==> config.mk <==
export PLATFORM = sky130hd
export DESIGN_NAME = rx_out_fmt
export DESIGN_NICKNAME = d
export VERILOG_FILES = /design/src/rtl/rxf_pkg.sv /design/src/rtl/rxf_strobe_gen.sv /design/src/rtl/rxf_clk_out.sv /design/src/rtl/rxf_word_path.sv /design/src/rtl/rx_out_fmt.sv
export SDC_FILE = /design/constraint.sdc
export NUM_CORES = 1
export LEC_CHECK = 0
export CORE_MARGIN = 2
export CORE_UTILIZATION = 40
export CTS_CLUSTER_DIAMETER = 30
export DETAILED_ROUTE_END_ITERATION = 10
export DONT_BUFFER_PORTS = 1
export MAX_ROUTING_LAYER = met4
export PLACE_DENSITY = 0.61
export SLEW_MARGIN = 25
export SYNTH_ARGS = -nofsm -noshare
export SYNTH_HDL_FRONTEND = slang
export SYNTH_SLANG_ARGS = --single-unit
==> constraint.sdc <==
create_clock -name clk -period 1.1 [get_ports clk]
set_input_delay 0.22 -clock clk [delete_from_list [all_inputs] [get_ports clk]]
set_output_delay 0.22 -clock clk [all_outputs]
set_load 0.005 [all_outputs]
==> src/rtl/rxf_pkg.sv <==
package rxf_pkg;

  typedef enum logic [1:0] {
    ACT_HOLD   = 2'd0,
    ACT_LOAD   = 2'd1,
    ACT_EMIT_B = 2'd2
  } word_act_e;

  // strobe fires every clock, or on the even phase when halved
  function automatic logic strobe_due(input logic div2, input logic ph);
    return !div2 || !ph;
  endfunction

  // decimation keeps the strobe whose keep-phase is even
  function automatic logic pair_kept(input logic dec, input logic kph);
    return !dec || !kph;
  endfunction

  // identity flag level for the word on the bus
  function automatic logic sync_level(input logic is_a, input logic inv);
    return is_a ^ inv;
  endfunction

  // qualifying clock level
  function automatic logic qclk_level(input logic sel, input logic clk_lvl,
                                      input logic div_ph, input logic inv);
    return (sel ? clk_lvl : div_ph) ^ inv;
  endfunction

endpackage

==> src/rtl/rxf_strobe_gen.sv <==
module rxf_strobe_gen
  import rxf_pkg::*;
(
  input  logic clk,
  input  logic rst,
  input  logic adc_div2,
  input  logic dec_en,
  output logic strobe,
  output logic take
);

  logic ph_q;
  logic kph_q;

  assign strobe = strobe_due(adc_div2, ph_q);
  assign take   = strobe && pair_kept(dec_en, kph_q);

  always_ff @(posedge clk) begin
    if (rst) begin
      ph_q  <= 1'b0;
      kph_q <= 1'b0;
    end else begin
      ph_q <= ~ph_q;
      if (strobe) kph_q <= ~kph_q;
    end
  end

endmodule

==> src/rtl/rxf_clk_out.sv <==
module rxf_clk_out
  import rxf_pkg::*;
(
  input  logic clk,
  input  logic rst,
  input  logic clk_sel,
  input  logic clk_inv,
  output logic oclk,
  output logic div_ph
);

  logic cph_q;

  always_ff @(posedge clk) begin
    if (rst) cph_q <= 1'b0;
    else     cph_q <= ~cph_q;
  end

  assign div_ph = cph_q;
  assign oclk   = qclk_level(clk_sel, clk, cph_q, clk_inv);

endmodule

==> src/rtl/rxf_word_path.sv <==
module rxf_word_path
  import rxf_pkg::*;
#(
  parameter int W = 12
) (
  input  logic         clk,
  input  logic         rst,
  input  logic         take,
  input  logic         mux_en,
  input  logic [W-1:0] ch_a,
  input  logic [W-1:0] ch_b,
  output logic [W-1:0] out_a,
  output logic [W-1:0] out_b,
  output logic         word_is_a,
  output logic         b_pending,
  output word_act_e    act
);

  localparam logic [W-1:0] ZW = '0;

  logic [W-1:0] hold_b_q;
  logic [W-1:0] oa_q;
  logic [W-1:0] ob_q;
  logic         isa_q;
  logic         pend_q;

  always_comb begin
    if (take)                  act = ACT_LOAD;
    else if (pend_q && mux_en) act = ACT_EMIT_B;
    else                       act = ACT_HOLD;
  end

  always_ff @(posedge clk) begin
    if (rst) begin
      oa_q     <= ZW;
      ob_q     <= ZW;
      hold_b_q <= ZW;
      isa_q    <= 1'b0;
      pend_q   <= 1'b0;
    end else begin
      unique case (act)
        ACT_LOAD: begin
          oa_q <= ch_a;
          if (mux_en) begin
            ob_q     <= ZW;
            hold_b_q <= ch_b;
            isa_q    <= 1'b1;
            pend_q   <= 1'b1;
          end else begin
            ob_q   <= ch_b;
            isa_q  <= 1'b0;
            pend_q <= 1'b0;
          end
        end
        ACT_EMIT_B: begin
          oa_q   <= hold_b_q;
          ob_q   <= ZW;
          isa_q  <= 1'b0;
          pend_q <= 1'b0;
        end
        default: begin
          if (mux_en) begin
            ob_q <= ZW;
          end else begin
            isa_q  <= 1'b0;
            pend_q <= 1'b0;
          end
        end
      endcase
    end
  end

  assign out_a     = oa_q;
  assign out_b     = ob_q;
  assign word_is_a = isa_q;
  assign b_pending = pend_q;

endmodule

==> src/rtl/rx_out_fmt.sv <==
module rx_out_fmt
  import rxf_pkg::*;
#(
  parameter int W = 12
) (
  input  logic         clk,
  input  logic         rst,
  input  logic         adc_div2,
  input  logic         dec_en,
  input  logic         mux_en,
  input  logic         sync_inv,
  input  logic         clk_sel,
  input  logic         clk_inv,
  input  logic [W-1:0] ch_a,
  input  logic [W-1:0] ch_b,
  output logic [W-1:0] out_a,
  output logic [W-1:0] out_b,
  output logic         sync,
  output logic         oclk
);

  // internal events brought out for the checker
  logic      strobe;
  logic      take;
  logic      word_is_a;
  logic      b_pending;
  logic      div_ph;
  word_act_e act;

  rxf_strobe_gen u_strobe (
    .clk      (clk),
    .rst      (rst),
    .adc_div2 (adc_div2),
    .dec_en   (dec_en),
    .strobe   (strobe),
    .take     (take)
  );

  rxf_word_path #(.W(W)) u_path (
    .clk       (clk),
    .rst       (rst),
    .take      (take),
    .mux_en    (mux_en),
    .ch_a      (ch_a),
    .ch_b      (ch_b),
    .out_a     (out_a),
    .out_b     (out_b),
    .word_is_a (word_is_a),
    .b_pending (b_pending),
    .act       (act)
  );

  rxf_clk_out u_clk (
    .clk     (clk),
    .rst     (rst),
    .clk_sel (clk_sel),
    .clk_inv (clk_inv),
    .oclk    (oclk),
    .div_ph  (div_ph)
  );

  assign sync = sync_level(word_is_a, sync_inv);

endmodule

# Word-level counts from Yosys, hierarchy flattened
# Cells that the tools add are included.
# totals
register_bits	40
in_bits	32
output_inout_bits	26
# classes
n_eq_ne	3
muxes	10
n_bitwise	5
reduce_logical	11
# op_table
op	n
12-bit one-hot mux with 2 select lines	2
12-bit two-way mux	2
1-bit zero test	4
2-bit two-way mux	2
1-bit two-way mux	3
3-bit by 1-bit inequality test with 1-bit output (second input constant)	1
1-bit inverter	3
3-bit nonzero test	1
2-bit by 1-bit == test with 1-bit output (second input constant)	1
2-bit == test (second input constant)	1
1-bit logical AND	2
1-bit logical OR	2
1-bit one-hot mux with 2 select lines	1
2-bit AND reduction	1
2-bit nonzero test	1
1-bit bitwise XOR	2

# Longest topological paths before layout
# Gate-level depths: netlist of the first run.
# depth
depth_word	6
ltp_mapped	5

# By module
# Synthesis of the first run repeated with hierarchy kept, for this count alone.
# hier_totals
hier_cells	183
hier_area_um2	2016.9
# modules_own_cells
module	n_inst	cells_each	area_per_inst_um2
rxf_word_path	1	170	1884.3
rxf_strobe_gen	1	8	81.3
rxf_clk_out	1	4	42.5
rx_out_fmt	1	1	8.8

==> results.txt, run 1 <==
CTS tree = yes
Crit path DAT = 1020 ps
Clock skew = 10.99 ps
1st-iter DRT viols = 55
Final hold vios = 0
Post-Syn Nets = 223
Setup TNS = -1631 ps
Crit-path cells = mux2i_1 > xnor2_1
Layout cell share with drive strength beyond 1 = 49.31%
Post-synthesis xor/xnor area fraction = 1.533%
Die X = 69.46 µm
Worst hold path type = primary input to register
Worst R2R Setup Slack = -110 ps
Status = finished, violations left
Synth Register Bits = 40
Non-Filler Instances = 267
Port-buffer cells = 0
Area Overhead vs Synth = 51.61%
Grt ovf = 0
YS warnings = 0
Post-Route WL = 4805 µm
Drt pass-1 iters = 5
First-pass GRT wire length = 6893 µm
Register Area = 809.5 µm²
Violated checks = negative setup slack
Max-slew headroom = 59.58%
Setup Viol. Count Final = 30
Vias in the first global route = 1,513
Die Span Y = 69.46 µm
FMAX = 805.7 MHz
Top cell type's share of synthesized area = 46.72%
Vias post-DR = 1,501
Via density = 5.622
DRC viols = 0
Multiplexer area fraction after synthesis = 0.5839%
Synth Area in Compound Gates = 25.40%
Core box area = 4058 µm²
Top cells by area, synth = dfxtp_1 (47%), a21oi_1 (7.6%), nand3_1 (7.0%), nand2_1 (6.4%), a211oi_2 (5.8%)
Synthesized cell area = 1714 µm²
Post-Synthesis Cells = 191
Power Dens Cells = 1529 nW/µm²
Area occupied by multi-input gates = 1166 µm²
Critical Path Slowest Stage Cell = dfxtp_1
I/O Pins = 58
CP startpoint kind = register
Worst skew pair latency = 400 ps
Yosys cell types = 26
Largest family of logic cells by synthesized area = compound AO/OA/AOI/OAI gates
CP Max Fanout = 2
Max-cap violations = 0
Clock transition at the registers of the reported paths = 80 ps
Adder-cell area share of the yosys netlist = 0%
Initial Util = 42.24%
Actual slew at the worst max-slew pin = 606.3 ps
Antenna-violating nets left = 0
All-Layer GR Usage = 18.78%
Crit path kind = register to output port
Max incr delay on CP = 310 ps
Final min period = 1241 ps
Final Cycle Share = 112.8%
Largest net degree at the start of global routing = 28
Simple-gate share of the synthesized area = 18.10%
Sequential-to-total area share from yosys stat = 46.72%
Max Slew Vio Count = 0
Minimum hold slack = 5.326 ps
Nature of the critical path endpoint = output port
Placed cell count = 235
Worst EP required = 880 ps
Average routed wire per standard cell = 18.00 µm
RSZ-0062 raised after global routing = yes
Row count = 23
Worst Setup Slack, final = -141.1 ps
Post-DP HPWL = 2859 µm
FILL cells = 307
Die area = 4825 µm²
Top cell type by total area after synthesis = dfxtp_1
Routability cong. = 0.7888
N_diodes = 0
Fin nets = 248
Lkg Pwr = 0.9044 nW
Initial antenna violation count = 0
Mapped Avg Cell Area = 8.975 µm²
Maximum vdd drop = 0.0007325 V
[sequential cells by signal, indices dropped and copies added (netlist names)]
register          cells
u_strobe.kph_q        1
u_path.b_pending      1
u_clk.div_ph          1
u_strobe.ph_q         1
u_path.out_a         12
u_path.hold_b_q      12
u_path.out_b         12
[Yosys cell counts]
| cell type | number |
|---|---|
| a21oi_2 | 6 |
| xor2_1 | 1 |
| buf_8 | 1 |
| mux2i_1 | 1 |
| a311oi_2 | 3 |
| a311oi_1 | 1 |
| buf_2 | 6 |
| o21ai_0 | 3 |
| inv_1 | 1 |
| nor2_2 | 3 |
| a22oi_4 | 1 |
| a211oi_2 | 8 |
| xnor2_1 | 2 |
| a21oi_1 | 26 |
| nor3_1 | 1 |
| nand3_1 | 24 |
| o21ai_1 | 9 |
| nand2_1 | 29 |
| nor2_1 | 12 |
| a22o_4 | 1 |
| nand2_2 | 1 |
| buf_4 | 2 |
| clkbuf_1 | 3 |
| dfxtp_1 | 40 |
| buf_6 | 5 |
| or2_1 | 1 |
[power breakdown]
group          internal [mW]  switching, mW  total [mW]
clock network          0.978          0.560        1.54
logic                  0.381          0.409       0.790
registers               1.55         0.0915        1.64
total                   2.91           1.06        3.97
[per-layer routing]
layer  track usage [%]  wire, µm  vias to the layer above
li1                  -         -                      715
met1             21.25      1893                      725
met2             27.88      2506                       53
met3             8.866       335                        8
met4             9.150        70                        0
met5                 -         0                        -
[logic make-up after synthesis]
| group | Yosys count |
|---|---|
| buf+inv | 18 |
| simple gates | 71 |
| flops | 40 |
| mux | 1 |
| xor+xnor | 3 |
| compound gates | 58 |
[placed cells by master (no fill, tap or decap), types with 2 or more instances in the layout]
master / count
dlygate4sd3_1: 15
buf_4: 6
nor2_2: 8
a21oi_1: 4
a211oi_2: 8
clkbuf_8: 9
nand2_4: 9
a311oi_2: 4
buf_6: 2
a21oi_2: 21
nand2_1: 20
buf_12: 5
clkbuf_16: 2
dfxtp_1: 37
a21oi_4: 7
nor2_1: 6
nand3_4: 9
o21ai_1: 7
buf_8: 2
dfxtp_4: 2
nand3_2: 2
nand3_1: 13
o21ai_2: 3
o21ai_0: 2
xnor2_1: 2
[worst max-delay path: cells and delay by family (launching register included)]
family / cells / cell delay (ps)
xor gates and xnor gates: 1 / 150
DFF: 1 / 310
muxes: 1 / 150
[area by class of cell]
type                    count  area share (%)
clock buffers               9           4.767
multi-input cells         133           44.87
well taps                  50           2.407
inverters                   1          0.1444
repair buffers             33           15.50
clock inverters             1           1.156
flip-flops and latches     40           31.15
[path summary, 6_finish.rpt]
kind                                         from                              end  cells after the start
hold / removal                           ch_a[11]    u_path.out_a[11]$_SDFFE_PP0P_                      2
setup reg to reg      u_strobe.kph_q$_SDFFE_PP0P_  u_path.hold_b_q[5]$_SDFFE_PP0P_                      5
hold reg to reg   u_path.hold_b_q[8]$_SDFFE_PP0P_  u_path.hold_b_q[8]$_SDFFE_PP0P_                      2
setup / recovery          u_clk.div_ph$_SDFF_PP0_                             oclk                      2
[stage by stage]
stage               util, %  setup slack (ps)  total power, mW  cell area [µm²]
floorplan                 -             16.60            2.051             1714
global placement      43.60             4.107            2.100             1769
detailed placement    43.60            -31.58            2.124             1769
CTS                   52.82            -161.4            3.715             2143
global route          64.05            -199.6            4.128             2599
finish                64.05            -141.1            3.973             2599
[repair_timing]
action,4_1_cts,5_1_grt
pin swaps,2,35
resized for setup,14,81
buffers inserted,1,1
setup endpoints to repair,17,34
gates cloned,0,3
hold endpoints to repair,40,1
hold buffers,16,1
Note: power is estimated with default switching activity, not from simulation.
==> inputs of run 2 (changes only) <==
--- a/config.mk
+++ b/config.mk
@@ -5,13 +5,13 @@
 export SDC_FILE = /design/constraint.sdc
 export NUM_CORES = 1
 export LEC_CHECK = 0
+export BUFFER_PORTS_ARGS = -buffer_cell sky130_fd_sc_hd__buf_2
 export CORE_MARGIN = 2
 export CORE_UTILIZATION = 40
 export CTS_CLUSTER_DIAMETER = 30
 export DETAILED_ROUTE_END_ITERATION = 10
-export DONT_BUFFER_PORTS = 1
 export MAX_ROUTING_LAYER = met4
-export PLACE_DENSITY = 0.61
+export PLACE_DENSITY = 0.76
 export SLEW_MARGIN = 25
 export SYNTH_ARGS = -nofsm -noshare
 export SYNTH_HDL_FRONTEND = slang
==> constraint.sdc (replaced) <==
create_clock -name clk -period 1.1 [get_ports clk]
set_input_delay 0.11 -clock clk [delete_from_list [all_inputs] [get_ports clk]]
set_output_delay 0.11 -clock clk [all_outputs]
set_load 0.005 [all_outputs]
==> results.txt, run 2 (synthesis results as in run 1) <==
N_diodes = 0 (unchanged)
Routability cong. = 0.7167 (was 0.7888)
Final core occ = 67.75% (was 64.05%)
CP Max Fanout = 2 (unchanged)
Commonest non-fill, non-tap cell in the layout = buf_2 (was dfxtp_1)
DRC viols = 0 (unchanged)
FF-to-FF Start = u_strobe.kph_q$_SDFFE_PP0P_ (unchanged)
Area Overhead vs Synth = 60.37% (was 51.61%)
R2r worst-path depth = 5 (unchanged)
Clock transition at the registers of the reported paths = 80 ps (about the same)
Worst R2R Setup Slack = -120 ps (was -110 ps)
Grt ovf = 0 (unchanged)
First-pass GRT wire length = 6920 µm (was 6893 µm)
Critical Path Slowest Stage Cell = dfxtp_2 (was dfxtp_1)
Setup Viol. Count Final = 31 (was 30)
Initial Util = 42.24% (unchanged)
Max-slew headroom = 56.53% (was 59.58%)
Status = finished, violations left (unchanged)
CP startpoint kind = register (unchanged)
Vias post-DR = 1,764 (was 1,501)
Worst hold path type = primary input to register (unchanged)
Max-cap violations = 0 (unchanged)
Commonest cells after routing, fill and taps aside = buf_2 (57), dfxtp_1 (36), nand2_1 (21) (was dfxtp_1 (37), a21oi_2 (21), nand2_1 (20))
FMAX = 800.0 MHz (was 805.7 MHz)
Largest net degree at the start of global routing = 29 (was 28)
Initial antenna violation count = 0 (unchanged)
Placed instance area = 2072 µm² (was 1769 µm²)
Layout cell share with drive strength beyond 1 = 55.96% (was 49.31%)
Capture point of the worst path = oclk (unchanged)
Power Dens Cells = 1396 nW/µm² (was 1529 nW/µm²)
CTS tree = yes (unchanged)
Port-buffer cells = 57 (was 0)
Crit-path cells = mux2i_2 > xnor2_1 > buf_2 (was mux2i_1 > xnor2_1)
Die Span Y = 69.46 µm (unchanged)
RSZ-0062 raised after global routing = yes (unchanged)
Final Cycle Share = 113.6% (was 112.8%)
Die area = 4825 µm² (unchanged)
Worst reg2reg path endpoint = u_path.hold_b_q[0]$_SDFFE_PP0P_ (was u_path.hold_b_q[5]$_SDFFE_PP0P_)
Worst Setup Slack, final = -150.1 ps (was -141.1 ps)
Lkg Pwr = 1.133 nW (was 0.9044 nW)
Fin nets = 309 (was 248)
Actual slew at the worst max-slew pin = 651.3 ps (was 606.3 ps)
Vias in the first global route = 1,506 (was 1,513)
Final Cell Area = 2749 µm² (was 2599 µm²)
Max incr delay on CP = 330 ps (was 310 ps)
Post-DP HPWL = 2745 µm (was 2859 µm)
Final hold vios = 1 (was 0)
Violated checks = negative hold slack, negative setup slack (was negative setup slack)
Core box area = 4058 µm² (unchanged)
Average routed wire per standard cell = 15.73 µm (was 18.00 µm)
Worst EP required = 990 ps (was 880 ps)
Row count = 23 (unchanged)
Final min period = 1250 ps (was 1241 ps)
Via density = 5.394 (was 5.622)
I/O Pins = 58 (unchanged)
Die X = 69.46 µm (unchanged)
Crit path kind = register to output port (unchanged)
Antenna-violating nets left = 0 (unchanged)
Worst skew pair latency = 400 ps (about the same)
Crit. Startpoint = u_clk.div_ph$_SDFF_PP0_ (unchanged)
Post-Route WL = 5143 µm (was 4805 µm)
Crit path DAT = 1140 ps (was 1020 ps)
FILL cells = 319 (was 307)
Clock skew = 6.949 ps (was 10.99 ps)
Minimum hold slack = -0.8764 ps (was 5.326 ps)
All-Layer GR Usage = 18.69% (was 18.78%)
Maximum vdd drop = 0.0007493 V (was 0.0007325 V)
Nature of the critical path endpoint = output port (unchanged)
Drt pass-1 iters = 4 (was 5)
Max Slew Vio Count = 0 (unchanged)
1st-iter DRT viols = 96 (was 55)
## run 2: cell count changes in the layout (fill, tap and decap cells not counted), sizes merged
cell         delta
buf            +58
bufinv          -1
dlygate4sd3     +2
clkbuf          +1
## run 2: report_power, final
part           switching, mW  internal, mW  total (mW)
combinational          0.429         0.457       0.886
clock                  0.560         0.760        1.32
sequential            0.0791          1.55        1.63
## run 2: timing repair
item | 4_1_cts | 5_1_grt
hold buffers | 13 | 4
gates cloned | 0 | 6
endpoints found under the setup margin | 18 | 21
pin swaps | 2 | 23
buffers inserted | 2 | 2
resized for setup | 10 | 53
endpoints found under the hold margin | 24 | 4
## run 2: final cells by class
cell class	count	area (µm²)	area share [%]
inverter	1	3.754	0.1365
timing repair buffer	93	752.0	27.36
clock buffer	10	128.9	4.688
tap	50	62.56	2.276
multi-input combinational	133	991.0	36.05
sequential	40	810.8	29.49
## run 2: critical path: cells and delay by family (launching register included)
kind	cells	cell delay, ps
flip-flops	1	330
multiplexers	1	160
XOR/XNOR	1	130
buffers and inverters	1	130
## run 2: stage by stage
stage          power (mW)  setup WS [ps]  cells  setup TNS [ps]
2_1_floorplan       2.051          16.60    191               0
3_3_place_gp        2.283         -7.903    291          -11.57
3_5_place_dp        2.296         -27.45    291          -91.32
4_1_cts             3.587         -167.7    315          -260.2
5_1_grt             4.008         -185.2    327           -2291
6_report            3.838         -150.1    327           -1013
## run 2: how the worst min path moves through the flow
stage / from / to / slack [ps] / depth (start not counted)
floorplan: ch_b[0] / u_path.out_b[0]$_SDFFE_PP0P_ / 250 / 2
finish: ch_a[9] / u_path.out_a[9]$_SDFFE_PP0P_ / -0.9 / 3
CTS: ch_a[10] / u_path.out_a[10]$_SDFFE_PP0P_ / 10 / 3
detailed placement: ch_b[2] / u_path.out_b[2]$_SDFFE_PP0P_ / 370 / 3
global placement: ch_b[4] / u_path.out_b[4]$_SDFFE_PP0P_ / 370 / 3
global route: ch_a[9] / u_path.out_a[9]$_SDFFE_PP0P_ / 0.2 / 3
## run 2: metal layers
metal | wire length [µm] | global-route usage (%) | vias to the layer above
li1 | - | - | 837
met1 | 2066 | 23.65 | 829
met2 | 2568 | 27.03 | 84
met3 | 377 | 4.215 | 14
met4 | 131 | 11.33 | 0
met5 | 0 | - | -
==> inputs of run 3 (changes only) <==
--- a/config.mk
+++ b/config.mk
@@ -12,6 +12,7 @@
 export DETAILED_ROUTE_END_ITERATION = 10
 export MAX_ROUTING_LAYER = met4
 export PLACE_DENSITY = 0.76
+export REMOVE_ABC_BUFFERS = 1
 export SLEW_MARGIN = 25
 export SYNTH_ARGS = -nofsm -noshare
 export SYNTH_HDL_FRONTEND = slang
==> results.txt, run 3 (synthesis results as in run 1) <==
CP Max Fanout = 2 (unchanged)
Final core occ = 73.23% (was 67.75%)
Post-Route WL = 5897 µm (was 5143 µm)
Initial Util = 42.24% (unchanged)
Critical Path Slowest Stage Cell = dfxtp_2 (unchanged)
Minimum hold slack = -1.203 ps (was -0.8764 ps)
Die Span Y = 69.46 µm (unchanged)
Area Overhead vs Synth = 73.36% (was 60.37%)
Vias in the first global route = 1,659 (was 1,506)
Violated checks = negative hold slack, negative setup slack (unchanged)
Routability cong. = 0.7946 (was 0.7167)
Final hold vios = 1 (unchanged)
Post-DP HPWL = 3045 µm (was 2745 µm)
Drt pass-1 iters = 4 (unchanged)
Crit path DAT = 1200 ps (was 1140 ps)
Commonest non-fill, non-tap cell in the layout = buf_2 (unchanged)
1st-iter DRT viols = 103 (was 96)
Via density = 5.443 (was 5.394)
Buffers and inverters on the worst path = 1 (unchanged)
Layout cell share with drive strength beyond 1 = 69.37% (was 55.96%)
All-Layer GR Usage = 19.51% (was 18.69%)
Worst EP required = 990 ps (about the same)
Die area = 4825 µm² (unchanged)
Die X = 69.46 µm (unchanged)
Commonest cells after routing, fill and taps aside = buf_2 (57), dfxtp_1 (36), a21oi_2 (26) (was buf_2 (57), dfxtp_1 (36), nand2_1 (21))
Average routed wire per standard cell = 17.66 µm (was 15.73 µm)
Port-buffer cells = 57 (unchanged)
Crit-path cells = mux2i_1 > xnor2_1 > buf_2 (was mux2i_2 > xnor2_1 > buf_2)
Vias post-DR = 1,818 (was 1,764)
Worst R2R Setup Slack = -170 ps (was -120 ps)
Crit path kind = register to output port (unchanged)
CTS tree = yes (unchanged)
Max-slew headroom = 55.63% (was 56.53%)
Maximum vdd drop = 0.001287 V (was 0.0007493 V)
Worst Setup Slack, final = -208.4 ps (was -150.1 ps)
Fin nets = 315 (was 309)
Final Cell Area = 2972 µm² (was 2749 µm²)
DRC viols = 0 (unchanged)
FMAX = 764.3 MHz (was 800.0 MHz)
Clock skew = 8.198 ps (was 6.949 ps)
Initial antenna violation count = 0 (unchanged)
Lkg Pwr = 1.265 nW (was 1.133 nW)
Worst hold path type = primary input to register (unchanged)
Sequential share of power = 41.2% (was 42.5%)
Crit path max-delay family = flip-flops (unchanged)
Largest net degree at the start of global routing = 27 (was 29)
Non-Filler Instances = 334 (was 327)
Final min period = 1308 ps (was 1250 ps)
First-pass GRT wire length = 7314 µm (was 6920 µm)
Final Cycle Share = 118.9% (was 113.6%)
Power Dens Cells = 1336 nW/µm² (was 1396 nW/µm²)
Combinational power share = 26.0% (was 23.1%)
Max-cap violations = 0 (unchanged)
RSZ-0062 raised after global routing = yes (unchanged)
Grt ovf = 0 (unchanged)
Sw Share = 30.44% (was 27.82%)
Worst skew pair latency = 410 ps (was 400 ps)
P_sw = 1.208 mW (was 1.068 mW)
Antenna-violating nets left = 0 (unchanged)
Max Slew Vio Count = 0 (unchanged)
Setup TNS = -4335 ps (was -1013 ps)
CP startpoint kind = register (unchanged)
Row count = 23 (unchanged)
Actual slew at the worst max-slew pin = 664.9 ps (was 651.3 ps)
Placed cell count = 300 (was 291)
Setup Viol. Count Final = 38 (was 31)
Clock power share = 32.8% (was 34.4%)
N_diodes = 0 (unchanged)
P_int = 2.761 mW (was 2.770 mW)
Clock transition at the registers of the reported paths = 80 ps (about the same)
Max incr delay on CP = 330 ps (about the same)
Nature of the critical path endpoint = output port (unchanged)
I/O Pins = 58 (unchanged)
Status = finished, violations left (unchanged)
Core box area = 4058 µm² (unchanged)
Placed instance area = 2102 µm² (was 2072 µm²)
==> run 3: stage by stage <==
step / worst slack, ps / total power, mW
after floorplan: -203.2 / 1.958
after global placement: -60.07 / 2.295
after detailed placement: -106.7 / 2.315
after CTS: -160.3 / 3.587
after global routing: -252.7 / 4.136
final: -208.4 / 3.969
==> run 3: path summary, 6_finish.rpt <==
check | cells past startpoint | startpoint | endpoint
worst min-delay path | 3 | ch_a[5] | u_path.out_a[5]$_SDFFE_PP0P_
worst max register to register | 6 | u_strobe.kph_q$_SDFFE_PP0P_ | u_path.hold_b_q[11]$_SDFFE_PP0P_
worst max-delay path | 3 | u_clk.div_ph$_SDFF_PP0_ | oclk
worst min register to register | 1 | u_clk.div_ph$_SDFF_PP0_ | u_clk.div_ph$_SDFF_PP0_
==> run 3: worst reg2reg max path: cells and delay by family, from the launching register on <==
family	cells	cell delay (ps)
flops	1	340
simple gates	1	70
buf+inv	3	440
compound gates	2	350
==> run 3: power by group through the flow <==
| stage | Sequential [mW] | Clock, mW | Combinational, mW |
|---|---|---|---|
| after floorplan | 1.65 | 0.0409 | 0.266 |
| after global placement | 1.64 | 0.0591 | 0.597 |
| after detailed placement | 1.64 | 0.0591 | 0.614 |
| after CTS | 1.61 | 1.30 | 0.680 |
| after global routing | 1.65 | 1.40 | 1.09 |
| final | 1.64 | 1.30 | 1.03 |
==> run 3: per-layer routing <==
metal  vias up  global-route usage, %  wire (µm)
met3        16                  4.942        323
met1       876                  22.27       2518
met5         -                      -          0
met4         0                  10.68        140
li1        849                      -          -
met2        77                  31.30       2915
==> run 3: area by class of cell <==
cell class / instances / area [µm²]
clock buffers: 10 / 118.9
clock inverters: 1 / 7.507
fillers: 247 / 1086
inverters: 1 / 3.754
multi-input cells: 133 / 1194
flip-flops and latches: 40 / 805.8
well taps: 50 / 62.56
repair buffers: 99 / 779.5
==> run 3: timing repair <==
item                       CTS  global route
hold buffers                15             0
gates cloned                 0             4
hold endpoints to repair    27             0
gates resized for setup      9           110
pin swaps                    9            51
setup endpoints to repair   34            38
buffers inserted             2             3
